[src/rtl/ipv4_hdr_pkg.sv]
package ipv4_hdr_pkg;

  localparam int HDR_WORDS = 5;
  localparam int WORD_W    = 32;
  localparam int IDX_W     = $clog2(HDR_WORDS);
  localparam int IDX_TTL   = 2;
  localparam int IDX_LAST  = HDR_WORDS - 1;

  localparam logic [3:0] IP_VERSION = 4'd4;
  localparam logic [3:0] IP_IHL     = 4'd5;

  typedef struct packed {
    logic        drop;
    logic [15:0] new_cs;
  } slot_meta_t;

  // ones'-complement 16-bit add with end-around carry
  function automatic logic [15:0] oc_add(input logic [15:0] a, input logic [15:0] b);
    logic [16:0] s;
    s = {1'b0, a} + {1'b0, b};
    return s[15:0] + {15'b0, s[16]};
  endfunction

  // incremental checksum for the high byte of a halfword dropping by one:
  // new = ~(~old + ~m + m'), and ~m + m' is the constant 0xFEFF
  function automatic logic [15:0] cs_after_ttl_dec(input logic [15:0] old_cs);
    return ~oc_add(~old_cs, 16'hFEFF);
  endfunction

endpackage

[src/rtl/ipv4_hdr_fieldchk.sv]
module ipv4_hdr_fieldchk
  import ipv4_hdr_pkg::*;
#(
  parameter int MIN_TTL = 2
) (
  input  logic             clk,
  input  logic             rst,
  input  logic             wr_en,
  input  logic [IDX_W-1:0] idx,
  input  logic [7:0]       top_byte,
  output logic             fields_ok
);

  logic ver_ok;
  logic ttl_ok;

  always_ff @(posedge clk) begin
    if (rst) begin
      ver_ok <= 1'b0;
      ttl_ok <= 1'b0;
    end else if (wr_en) begin
      if (idx == IDX_W'(0))
        ver_ok <= (top_byte[7:4] == IP_VERSION) && (top_byte[3:0] == IP_IHL);
      if (idx == IDX_W'(IDX_TTL))
        ttl_ok <= (top_byte >= 8'(MIN_TTL));
    end
  end

  // both flags settle before the last word; read in that word's cycle
  assign fields_ok = ver_ok & ttl_ok;

endmodule

[src/rtl/ipv4_hdr_csum.sv]
module ipv4_hdr_csum
  import ipv4_hdr_pkg::*;
(
  input  logic              clk,
  input  logic              rst,
  input  logic              wr_en,
  input  logic [IDX_W-1:0]  idx,
  input  logic [WORD_W-1:0] data,
  output logic              sum_ok,
  output logic [15:0]       new_cs
);

  logic [15:0] acc;
  logic [15:0] base;
  logic [15:0] acc_next;

  assign base     = (idx == IDX_W'(0)) ? 16'h0000 : acc;
  assign acc_next = oc_add(oc_add(base, data[31:16]), data[15:0]);
  assign sum_ok   = (acc_next == 16'hFFFF);

  always_ff @(posedge clk) begin
    if (rst) begin
      acc    <= 16'h0000;
      new_cs <= 16'h0000;
    end else if (wr_en) begin
      acc <= acc_next;
      if (idx == IDX_W'(IDX_TTL))
        new_cs <= cs_after_ttl_dec(data[15:0]);
    end
  end

endmodule

[src/rtl/ipv4_hdr_buf.sv]
module ipv4_hdr_buf
  import ipv4_hdr_pkg::*;
#(
  parameter int SLOT_CNT = 2
) (
  input  logic              clk,
  input  logic              rst,
  // fill side
  input  logic              wr_en,
  input  logic [WORD_W-1:0] wr_data,
  input  slot_meta_t        wr_meta,
  output logic              wr_ready,
  output logic [IDX_W-1:0]  wr_idx,
  // drain side
  input  logic              rd_en,
  output logic              rd_avail,
  output logic [IDX_W-1:0]  rd_idx,
  output logic [WORD_W-1:0] rd_data,
  output slot_meta_t        rd_meta
);

  localparam int SLOT_W = (SLOT_CNT > 1) ? $clog2(SLOT_CNT) : 1;
  localparam int DEPTH  = SLOT_CNT * HDR_WORDS;
  localparam int ADDR_W = $clog2(DEPTH);
  localparam logic [ADDR_W-1:0] STRIDE = ADDR_W'(HDR_WORDS);

  logic [WORD_W-1:0]   mem [DEPTH];
  slot_meta_t          meta [SLOT_CNT];
  logic [SLOT_CNT-1:0] full;
  logic [SLOT_W-1:0]   wr_slot, rd_slot;
  logic [ADDR_W-1:0]   wr_addr, rd_addr;
  logic                wr_last, rd_last;

  function automatic logic [SLOT_W-1:0] next_slot(input logic [SLOT_W-1:0] s);
    return (s == SLOT_W'(SLOT_CNT - 1)) ? '0 : s + 1'b1;
  endfunction

  assign wr_addr  = ADDR_W'(wr_slot) * STRIDE + ADDR_W'(wr_idx);
  assign rd_addr  = ADDR_W'(rd_slot) * STRIDE + ADDR_W'(rd_idx);
  assign wr_last  = (wr_idx == IDX_W'(IDX_LAST));
  assign rd_last  = (rd_idx == IDX_W'(IDX_LAST));
  assign wr_ready = ~full[wr_slot];
  assign rd_avail = full[rd_slot];
  assign rd_data  = mem[rd_addr];
  assign rd_meta  = meta[rd_slot];

  // storage without reset so it maps to RAM
  always_ff @(posedge clk) begin
    if (wr_en) mem[wr_addr] <= wr_data;
  end

  generate
    for (genvar g = 0; g < SLOT_CNT; g++) begin : g_slot
      always_ff @(posedge clk) begin
        if (rst) begin
          full[g] <= 1'b0;
          meta[g] <= '0;
        end else begin
          if (wr_en && wr_last && wr_slot == SLOT_W'(g)) begin
            full[g] <= 1'b1;
            meta[g] <= wr_meta;
          end else if (rd_en && rd_last && rd_slot == SLOT_W'(g)) begin
            full[g] <= 1'b0;
          end
        end
      end
    end
  endgenerate

  always_ff @(posedge clk) begin
    if (rst) begin
      wr_slot <= '0;
      wr_idx  <= '0;
      rd_slot <= '0;
      rd_idx  <= '0;
    end else begin
      if (wr_en) begin
        wr_idx <= wr_last ? '0 : wr_idx + 1'b1;
        if (wr_last) wr_slot <= next_slot(wr_slot);
      end
      if (rd_en) begin
        rd_idx <= rd_last ? '0 : rd_idx + 1'b1;
        if (rd_last) rd_slot <= next_slot(rd_slot);
      end
    end
  end

endmodule

[src/rtl/ipv4_hdr_verify.sv]
module ipv4_hdr_verify
  import ipv4_hdr_pkg::*;
#(
  parameter int SLOT_CNT = 2,
  parameter int MIN_TTL  = 2
) (
  input  logic              clk,
  input  logic              rst,
  input  logic              in_valid,
  output logic              in_ready,
  input  logic [WORD_W-1:0] in_data,
  output logic              out_valid,
  input  logic              out_ready,
  output logic [WORD_W-1:0] out_data,
  output logic              out_last,
  output logic              out_drop,
  output logic              dst_valid,
  output logic [WORD_W-1:0] dst_addr
);

  logic              wr_en, wr_ready;
  logic [IDX_W-1:0]  wr_idx, rd_idx;
  logic              fields_ok, sum_ok;
  logic [15:0]       new_cs;
  slot_meta_t        wr_meta, rd_meta;
  logic              rd_en, rd_avail;
  logic [WORD_W-1:0] rd_data, patched;

  assign in_ready = wr_ready;
  assign wr_en    = in_valid & wr_ready;

  // sub-stage A: version, length and time-to-live
  ipv4_hdr_fieldchk #(.MIN_TTL(MIN_TTL)) u_fields (
    .clk       (clk),
    .rst       (rst),
    .wr_en     (wr_en),
    .idx       (wr_idx),
    .top_byte  (in_data[31:24]),
    .fields_ok (fields_ok)
  );

  // sub-stage B: running checksum and incremental patch value
  ipv4_hdr_csum u_csum (
    .clk    (clk),
    .rst    (rst),
    .wr_en  (wr_en),
    .idx    (wr_idx),
    .data   (in_data),
    .sum_ok (sum_ok),
    .new_cs (new_cs)
  );

  assign wr_meta.drop   = ~(fields_ok & sum_ok);
  assign wr_meta.new_cs = new_cs;

  ipv4_hdr_buf #(.SLOT_CNT(SLOT_CNT)) u_buf (
    .clk      (clk),
    .rst      (rst),
    .wr_en    (wr_en),
    .wr_data  (in_data),
    .wr_meta  (wr_meta),
    .wr_ready (wr_ready),
    .wr_idx   (wr_idx),
    .rd_en    (rd_en),
    .rd_avail (rd_avail),
    .rd_idx   (rd_idx),
    .rd_data  (rd_data),
    .rd_meta  (rd_meta)
  );

  // side port for the route lookup, aligned with the last accepted word
  assign dst_valid = wr_en && (wr_idx == IDX_W'(IDX_LAST));
  assign dst_addr  = in_data;

  always_comb begin
    patched = rd_data;
    if (rd_idx == IDX_W'(IDX_TTL) && !rd_meta.drop)
      patched = {rd_data[31:24] - 8'd1, rd_data[23:16], rd_meta.new_cs};
  end

  assign rd_en = rd_avail & (~out_valid | out_ready);

  always_ff @(posedge clk) begin
    if (rst) begin
      out_valid <= 1'b0;
      out_data  <= '0;
      out_last  <= 1'b0;
      out_drop  <= 1'b0;
    end else if (rd_en) begin
      out_valid <= 1'b1;
      out_data  <= patched;
      out_last  <= (rd_idx == IDX_W'(IDX_LAST));
      out_drop  <= rd_meta.drop;
    end else if (out_ready) begin
      out_valid <= 1'b0;
    end
  end

endmodule

[config.mk]
export PLATFORM = sky130hd
export DESIGN_NAME = ipv4_hdr_verify
export DESIGN_NICKNAME = d
export VERILOG_FILES = /design/src/rtl/ipv4_hdr_pkg.sv /design/src/rtl/ipv4_hdr_fieldchk.sv /design/src/rtl/ipv4_hdr_csum.sv /design/src/rtl/ipv4_hdr_buf.sv /design/src/rtl/ipv4_hdr_verify.sv
export SDC_FILE = /design/constraint.sdc
export NUM_CORES = 1
export LEC_CHECK = 0
export ABC_AREA = 1
export BUFFER_PORTS_ARGS = -buffer_cell sky130_fd_sc_hd__clkbuf_2
export CAP_MARGIN = 20
export CORE_ASPECT_RATIO = 1.5
export CORE_MARGIN = 2
export CORE_UTILIZATION = 45
export DETAILED_ROUTE_END_ITERATION = 8
export PLACE_DENSITY = 0.73
export RECOVER_POWER = 50
export SLEW_MARGIN = 20
export SYNTH_ARGS = -nofsm -noshare
export SYNTH_HDL_FRONTEND = slang
export SYNTH_SLANG_ARGS = --single-unit
[constraint.sdc]
create_clock -name clk -period 14.14 [get_ports clk]
set_clock_uncertainty 0.15 [all_clocks]
set_input_delay 1.414 -clock clk [delete_from_list [all_inputs] [get_ports clk]]
set_output_delay 1.414 -clock clk [all_outputs]
set_load 0.1 [all_outputs]
# After elaboration in Yosys (flattened, before gate mapping)
# Memory sizes are Yosys's and may differ from the RTL's. A register that Yosys moved wholly into a read port is not among the register bits.
# Cells that the tools add are included.
# totals
reg_bits,79
mem_bits_rw,354
in_bits,36
wordCells,102
n_memories,2
# mem_list
memory,depth,word_bits,read_ports,rd_clocked_by_memory_dff,wr,line,text
u_buf.mem,10,32,1,0,1,ipv4_hdr_buf.sv:27,logic [WORD_W-1:0] mem [DEPTH];
u_buf.meta,2,17,1,1,2,ipv4_hdr_buf.sv:28,slot_meta_t meta [SLOT_CNT];
# op_classes
n_addsub,13
n_mul,2
magnitude_cmp,3
eq_ne,7
n_mux,30
bitwise_logic,14
reduce_logical,17
# op_table
op,n
$add A16 B1 Y16,3
$add A16 B16 Y17,2
$mux W17,2
$mux W32,1
$not A16 Y16,2
$mux W1,24
$add A16 B16 Y17 const B,1
$eq A16 B16 Y1 const B,1
$mux W16,1
$add A4 B3 Y4,2
$eq A4 B3 Y1 const B,2
$ge A8 B2 Y1 const B,1
$logic_and A1 B1 Y1,8
$mul A1 B3 Y4 const B,2
$reduce_and A2 Y1,4
$sub A8 B1 Y8 const B,1
$add A3 B1 Y3 const B,2
$eq A3 B2 Y1 const B,2
$eq A3 B3 Y1 const B,2
$mux W3,2
$reduce_bool A2 Y1,3
$not A1 Y1,5
$and A1 B1 Y1,4
$lt A1 B2 Y1 const B,2
other kinds (4),7

# Depth between registers and ports, before layout
# Gate-level depths: netlist of the first run.
# logic_depth
depth_word,10
ltp_mapped,49
depth_no_buf,48

# Hierarchy
# From an unflattened synthesis of the first run, not the netlist that was laid out.
# hier_totals
cells_unflattened,2557
hier_area_um2,22317.7
# modules_own_cells
mod,n_inst,cells_per_inst,area_each_um2,seq_area_each_um2
ipv4_hdr_buf,1,1455,15548.7,10850.4
ipv4_hdr_csum,1,795,4669.5,640.6
ipv4_hdr_verify,1,271,1914.3,700.7
ipv4_hdr_fieldchk,1,36,185.2,40.0

# Least setup slack after synthesis of the first run
# No wires, ideal clock.
# synth_path
path_kind,input-to-reg
start,in in_data[16]
end,mem u_buf.meta[1][16] (netlist bit) (data pin)
setup_ns,0.264
t_arrival_ns,6.394
t_required_ns,13.726
setup_slack_ns,7.332
stages,41
path_cell_list,ha_1 -> inv_1 -> fa_1 -> nand3b_1 -> nand2_2 -> a21oi_4 -> or2_2 -> nand2_1 -> a21oi_1 -> o21bai_1 -> ha_1 -> ha_1 -> inv_1 -> nor2_1 -> nand2_1 -> nor3_2 -> xnor2_1 -> inv_1 -> [5 not listed] -> nor2_1 -> nand2_1 -> a21oi_1 -> o21bai_1 -> ha_1 -> ha_1 -> inv_1 -> nor2_1 -> nand3_1 -> nand2_1 -> nor2_1 -> nand2_1 -> nor2_1 -> nand3_1 -> nor2_2 -> nand3_2 -> nor2_2 -> nor2_1
# synth_lines
item,line,text
start: declaration,ipv4_hdr_verify.sv:11,"input logic [WORD_W-1:0] in_data,"
end: declaration,ipv4_hdr_buf.sv:28,

==> metrics, run 1 <==
outcome=complete, but fails checks; failing checks=max-capacitance violations, max-slew violations; Slowest-stage cell, CP=fa_1; post-synthesis cell count=2112; ant diodes=0; Pwr Density=132 nW/um^2; FMAX=133 MHz; post-synthesis area per instance=9.90 um^2; min cycle time layout=7.52 ns; vias in the first global route=15400; VDD IR max=0.0000781 V; Setup TNS=0 ns; CTS buffer count=38; Initial DRC Count=1449; via/cell ratio=5.62; largest family of logic cells by synthesized area=simple AND/OR/NAND/NOR gates; number of antenna violations at the first check in global routing=0; area leader, netlist=edfxtp_1; Hold Worst Slack=0.321 ns; Yosys reg bits=434; Post-Synth Simple-Gate Area=17.0%; Post-synth EDFFs=354; H-tree depth=2; Critical Path Fanout Max=12; Die H=268 um; Max transition margin=-95.9%; row count=96; total number of vias=15600; RSZ-0062 raised after global routing=no; commonest non-fill, non-tap cell in the layout=edfxtp_1; Pleak=8.71 nW; max incr delay on CP=0.40 ns; synth-to-layout area growth=10.1%; area of the multi-input gates=7400 um^2; post-CTS setup buffer count=0; RD Place Congestion=0.910; Initial Utilization=45.6%; cell mode on critical path=nand2_1; GRT Residual Overflow=0; clk_lat worst skew=0.54 ns; Fill cells=4110; final design utilization=50.2%; dpl cells=2702; CTS tree=done; most area-consuming cells after synthesis=edfxtp_1 51%, dfxtp_1 7.7%, nor2_1 6.0%; Worst Hold Class=reg2reg; measured slew at the worst slew-check pin=2.94 ns; sequential cell area=12200 um^2; Worst Path Class, Setup=in2reg; first-pass GRT wire length=85900 um; # nets final=2249; post-synth cell types=53; ys async rst share=0%; post-placement worst setup slack=6.28 ns; Slew Limit Fails=108; post-synth net total=2205; final setup vio count=0; crit end category=flop; share of the yosys chip area belonging to registers=58.5%; Synth top area share=50.8%; global-route usage over all layers=23.0%; Wirelength per Cell=20.4 um; fin cells=2773; die area=48300 um^2; final antenna-violating net count=0; Synth Area in XOR/XNOR=1.75%; maximum number of pins on one net before global-route repair=98; Ys Warns=0; DRC=0; Reg clk slew, reported paths=0.06 ns; CTS Sinks=434; Compound-Gate Fraction of Synth Area=12.7%; predominant post-synthesis flop cell=edfxtp_1; maxcap violations=3; crit path DAT=7.63 ns; Final Hold Fails=0; Crit path required time=14.25 ns; share of cells above drive strength 1=9.89%; mux contribution to synthesized area=0%; post-cts sizing count=0; Port Buffers=104; most frequent cells in the layout=354 x edfxtp_1, 323 x nor2_1, 292 x nand2_1; Post-DP HPWL=37000 um; Initial DRT Pass Iterations=5; core area=45900 um^2; cell area after synthesis=20900 um^2; total wire length=56500 um; cts hold-fix bufs=0; Adder-Cell Fraction of Synth Area=3.48%; Root Buffer Master=clkbuf_16; worst setup slack after layout=6.62 ns; Critical Path Source Type=input port; # IOs=105; Die X=180 um; Tcrit/Tclk final=53.2%; clk buf depth=3
metrics by stage:
step / power, mW / instance area, um^2
5_1_grt: 3.14 / 23000
2_1_floorplan: 1.85 / 20900
3_5_place_dp: 2.01 / 21800
4_1_cts: 3.04 / 23100
3_3_place_gp: 2.01 / 21800
6_report: 3.03 / 23000
flip-flops by register name (all words and copies together) (netlist names), 2 cells and up, named ones only:
signal,flops
u_csum.acc,16
out_data,32
u_buf.meta,34
u_buf.mem,320
u_buf.rd_idx,3
u_buf.full,2
u_csum.new_cs,16
u_buf.wr_idx,3
final cells by class:
type	instances	area share (%)
Sequential cell	434	53.1
Multi-Input combinational cell	1353	32.1
Clock buffer	50	4.64
Inverter	202	3.30
Tap cell	588	3.20
Timing Repair Buffer	127	2.77
Clock inverter	19	0.826
routing by layer:
metal	global-route usage (%)	routed length, um
met5	0	0
met4	10.5	2340
met3	2.05	2770
met2	43.7	30000
met1	26.1	21300
worst max-delay path, delay by kind of cell:
kind            cells  cell delay [ns]
compound gates      5             0.49
fa+ha+maj           7             1.77
buf+inv             6             0.71
simple gates       25             3.11
xor+xnor            1             0.16
logic make-up (layout without fill, tap and decap cells):
group | Yosys count | count (layout)
AND/OR/NAND/NOR | 819 | 819
AO/OA/AOI/OAI | 440 | 440
flip-flops | 434 | 434
buffers and inverters | 325 | 398
adder cells (fa/ha/maj) | 57 | 57
XOR/XNOR | 37 | 37
synth_stat cells, types with 2 or more instances:
library cell	n
edfxtp_1	354
nor2_1	333
nand2_1	292
o21ai_0	212
inv_1	190
nand3_1	87
dfxtp_1	80
a21oi_1	72
clkbuf_1	59
o221ai_1	56
ha_1	55
buf_4	37
o211ai_1	28
xor2_1	25
buf_2	21
nand4_1	18
nand2_2	16
o311ai_0	16
a31oi_1	15
or2_2	14
nor2_2	13
nand3_2	12
nor3_1	12
o21ai_1	12
inv_2	10
o22ai_1	10
xnor2_1	8
buf_1	6
nand3b_1	6
nor2_4	5
a211oi_1	4
nand2_4	3
xor2_2	3
a21o_1	2
a21oi_2	2
clkinv_1	2
fa_1	2
nand4_2	2
nor3_2	2
o21ai_2	2
o21bai_1	2
final timing paths:
kind | slack, ns | start | endpoint | cells past startpoint
hold reg to reg | 0.32 | u_csum.acc[1] | u_csum.acc[1] | 2
hold / removal | 0.32 | u_csum.acc[1] | u_csum.acc[1] | 2
setup / recovery | 6.62 | in_data[16] | u_buf.meta[1][16] | 44
setup reg to reg | 6.68 | u_buf.wr_idx[1] | u_buf.meta[1][16] | 49
where the power goes:
| group | total, mW | leakage (nW) | switching (mW) | internal (mW) |
|---|---|---|---|---|
| logic | 0.554 | 4.19 | 0.406 | 0.148 |
| registers | 1.43 | 3.90 | 0.0126 | 1.42 |
| clock network | 1.05 | 0.620 | 0.454 | 0.592 |
| total | 3.03 | 8.71 | 0.873 | 2.16 |
(Power assumes the default switching activity.)
==> run 2: changes to the inputs <==
Clock period 14.14 ns to 7.3 ns, I/O delays scaled along.
==> run 2 against run 1 <==
The run still ends with max-capacitance violations, max-slew violations left. Non-clock buffer count grew 23. Cell count rose by 0.69%. Combinational power grew 100%. Cell area rose by 0.42%. First-iteration DRC count shrank 7.0%. Wire length up 2.5%. Setup slack got worse by 6.1 ns. Global-route usage is 0.42 points higher. Sequential power rose by 94%. Register-to-register slack worse by 6.2 ns. Critical path type is now reg2reg. Critical endpoint unchanged. Largest power group unchanged.
==> metrics, run 2 (same netlist as run 1, synthesis figures left out) <==
CTS Sinks=434; maximum number of pins on one net before global-route repair=93; Worst Hold Class=reg2reg; Die H=268 um; Max transition margin=-88.5%; Critical Path Source Type=flop; maxcap violations=2; vias in the first global route=15800; largest registers=u_buf.mem (320), u_buf.meta (34), out_data (32); Largest register FFs=320; first-pass GRT wire length=87400 um; Slew Limit Fails=106; Post-DP HPWL=38200 um; total number of vias=15800; Reg clk slew, reported paths=0.07 ns; Initial Utilization=45.6%; Slowest-stage cell, CP=ha_1; global-route usage over all layers=23.4%; final setup vio count=0; FMAX=147 MHz; most frequent cells in the layout=354 x edfxtp_1, 316 x nor2_1, 290 x nand2_1; measured slew at the worst slew-check pin=2.83 ns; outcome=complete, but fails checks; crit path DAT=6.94 ns; GRT Residual Overflow=0; min cycle time layout=6.83 ns; Pwr Density=249 nW/um^2; Buf/Inv on CP=8; Initial DRT Pass Iterations=5; # IOs=105; Die X=180 um; max incr delay on CP=0.41 ns; cell mode on critical path=nand2_1; DRC=0; clk buf depth=3; final antenna-violating net count=0; core area=45900 um^2; share of cells above drive strength 1=9.53%; DP Area=22000 um^2; Root Buffer Master=clkbuf_16; synth-to-layout area growth=10.5%; total wire length=57900 um; H-tree depth=2; Worst Path Class, Setup=reg2reg; row count=96; # nets final=2270; crit end category=flop; CTS tree=done; cts hold-fix bufs=0; commonest non-fill, non-tap cell in the layout=edfxtp_1; via/cell ratio=5.67; Wirelength per Cell=20.7 um; die area=48300 um^2; Crit path required time=7.42 ns; CTS buffer count=36; post-route cell area=23100 um^2; Initial DRC Count=1347; clk_lat worst skew=0.54 ns; number of antenna violations at the first check in global routing=0; most flop-heavy register=u_buf.mem; Pleak=8.64 nW; Setup TNS=0 ns; VDD IR max=0.000165 V; RD Place Congestion=0.916; delay-heaviest family, CP=simple AND/OR/NAND/NOR gates; ant diodes=0; failing checks=max-capacitance violations, max-slew violations; Port Buffers=104; Fill cells=4142; Tcrit/Tclk final=93.5%; Critical Path Fanout Max=18; Final Hold Fails=0
[run 2: cell types whose count changed in the layout (fill, tap and decap cells not counted), moves of 4 or more]
cell      previous run  this run
buf_4               16        26
ha_1                53        47
clkbuf_1            78       120
clkinv_2             7         3
nor2_1             323       316
buf_16               1         5
ha_2                 1         6
clkbuf_2            36         5
nor2_2              13        17
[run 2: worst paths after layout]
kind                                 startpoint                 to  slack (ns)  depth (start not counted)
worst max register to register  u_buf.wr_idx[0]  u_buf.meta[1][16]        0.47                         48
worst min-delay path                   out_last           out_last        0.34                          2
worst max-delay path            u_buf.wr_idx[0]  u_buf.meta[1][16]        0.47                         48
worst min register to register         out_last           out_last        0.34                          2
[run 2: worst register-to-register path, delay by kind of cell (launching register included)]
family	cells	cell delay, ns
AND/OR/NAND/NOR	27	2.93
buffers and inverters	8	0.79
flip-flops	1	0.36
AO/OA/AOI/OAI	5	0.49
XOR/XNOR	1	0.11
adder cells (fa/ha/maj)	7	1.73
[run 2: final cells by class]
cell class	instances	area (um^2)	area share [%]
Timing Repair Buffer	150	793	3.43
Multi-Input combinational cell	1353	7480	32.4
Clock buffer	46	980	4.24
Clock inverter	19	131	0.568
Sequential cell	434	12200	52.9
Tap cell	588	736	3.18
Inverter	202	761	3.29
[run 2: per-layer routing]
metal | track usage, % | share of wire [%] | up-vias
met1 | 26.1 | 37 | 7621
met4 | 13.4 | 5.7 | 0
met5 | 0 | 0 | -
li1 | - | - | 7424
met3 | 2.26 | 5.4 | 155
met2 | 43.5 | 52 | 622
[run 2: stage by stage]
step	hold WS [ns]	util [%]	worst slack, ns	instances	power, mW
floorplan	0.280	-	0.801	2112	3.59
global placement	0.319	47.8	0.349	2715	3.91
detailed placement	0.325	47.9	0.165	2718	3.92
CTS	0.339	50.4	0.143	2783	5.74
global route	0.366	50.4	-0.0980	2792	5.96
finish	0.337	50.4	0.475	2792	5.75
[run 2: what timing repair did]
item,4_1_cts,5_1_grt
setup endpoints to repair,0,10
resized for setup,0,28
buffers inserted,0,7
[run 2: where the power goes]
part	switching, mW	internal (mW)
logic	0.808	0.309
registers	0.0253	2.75
clock network	0.861	0.994
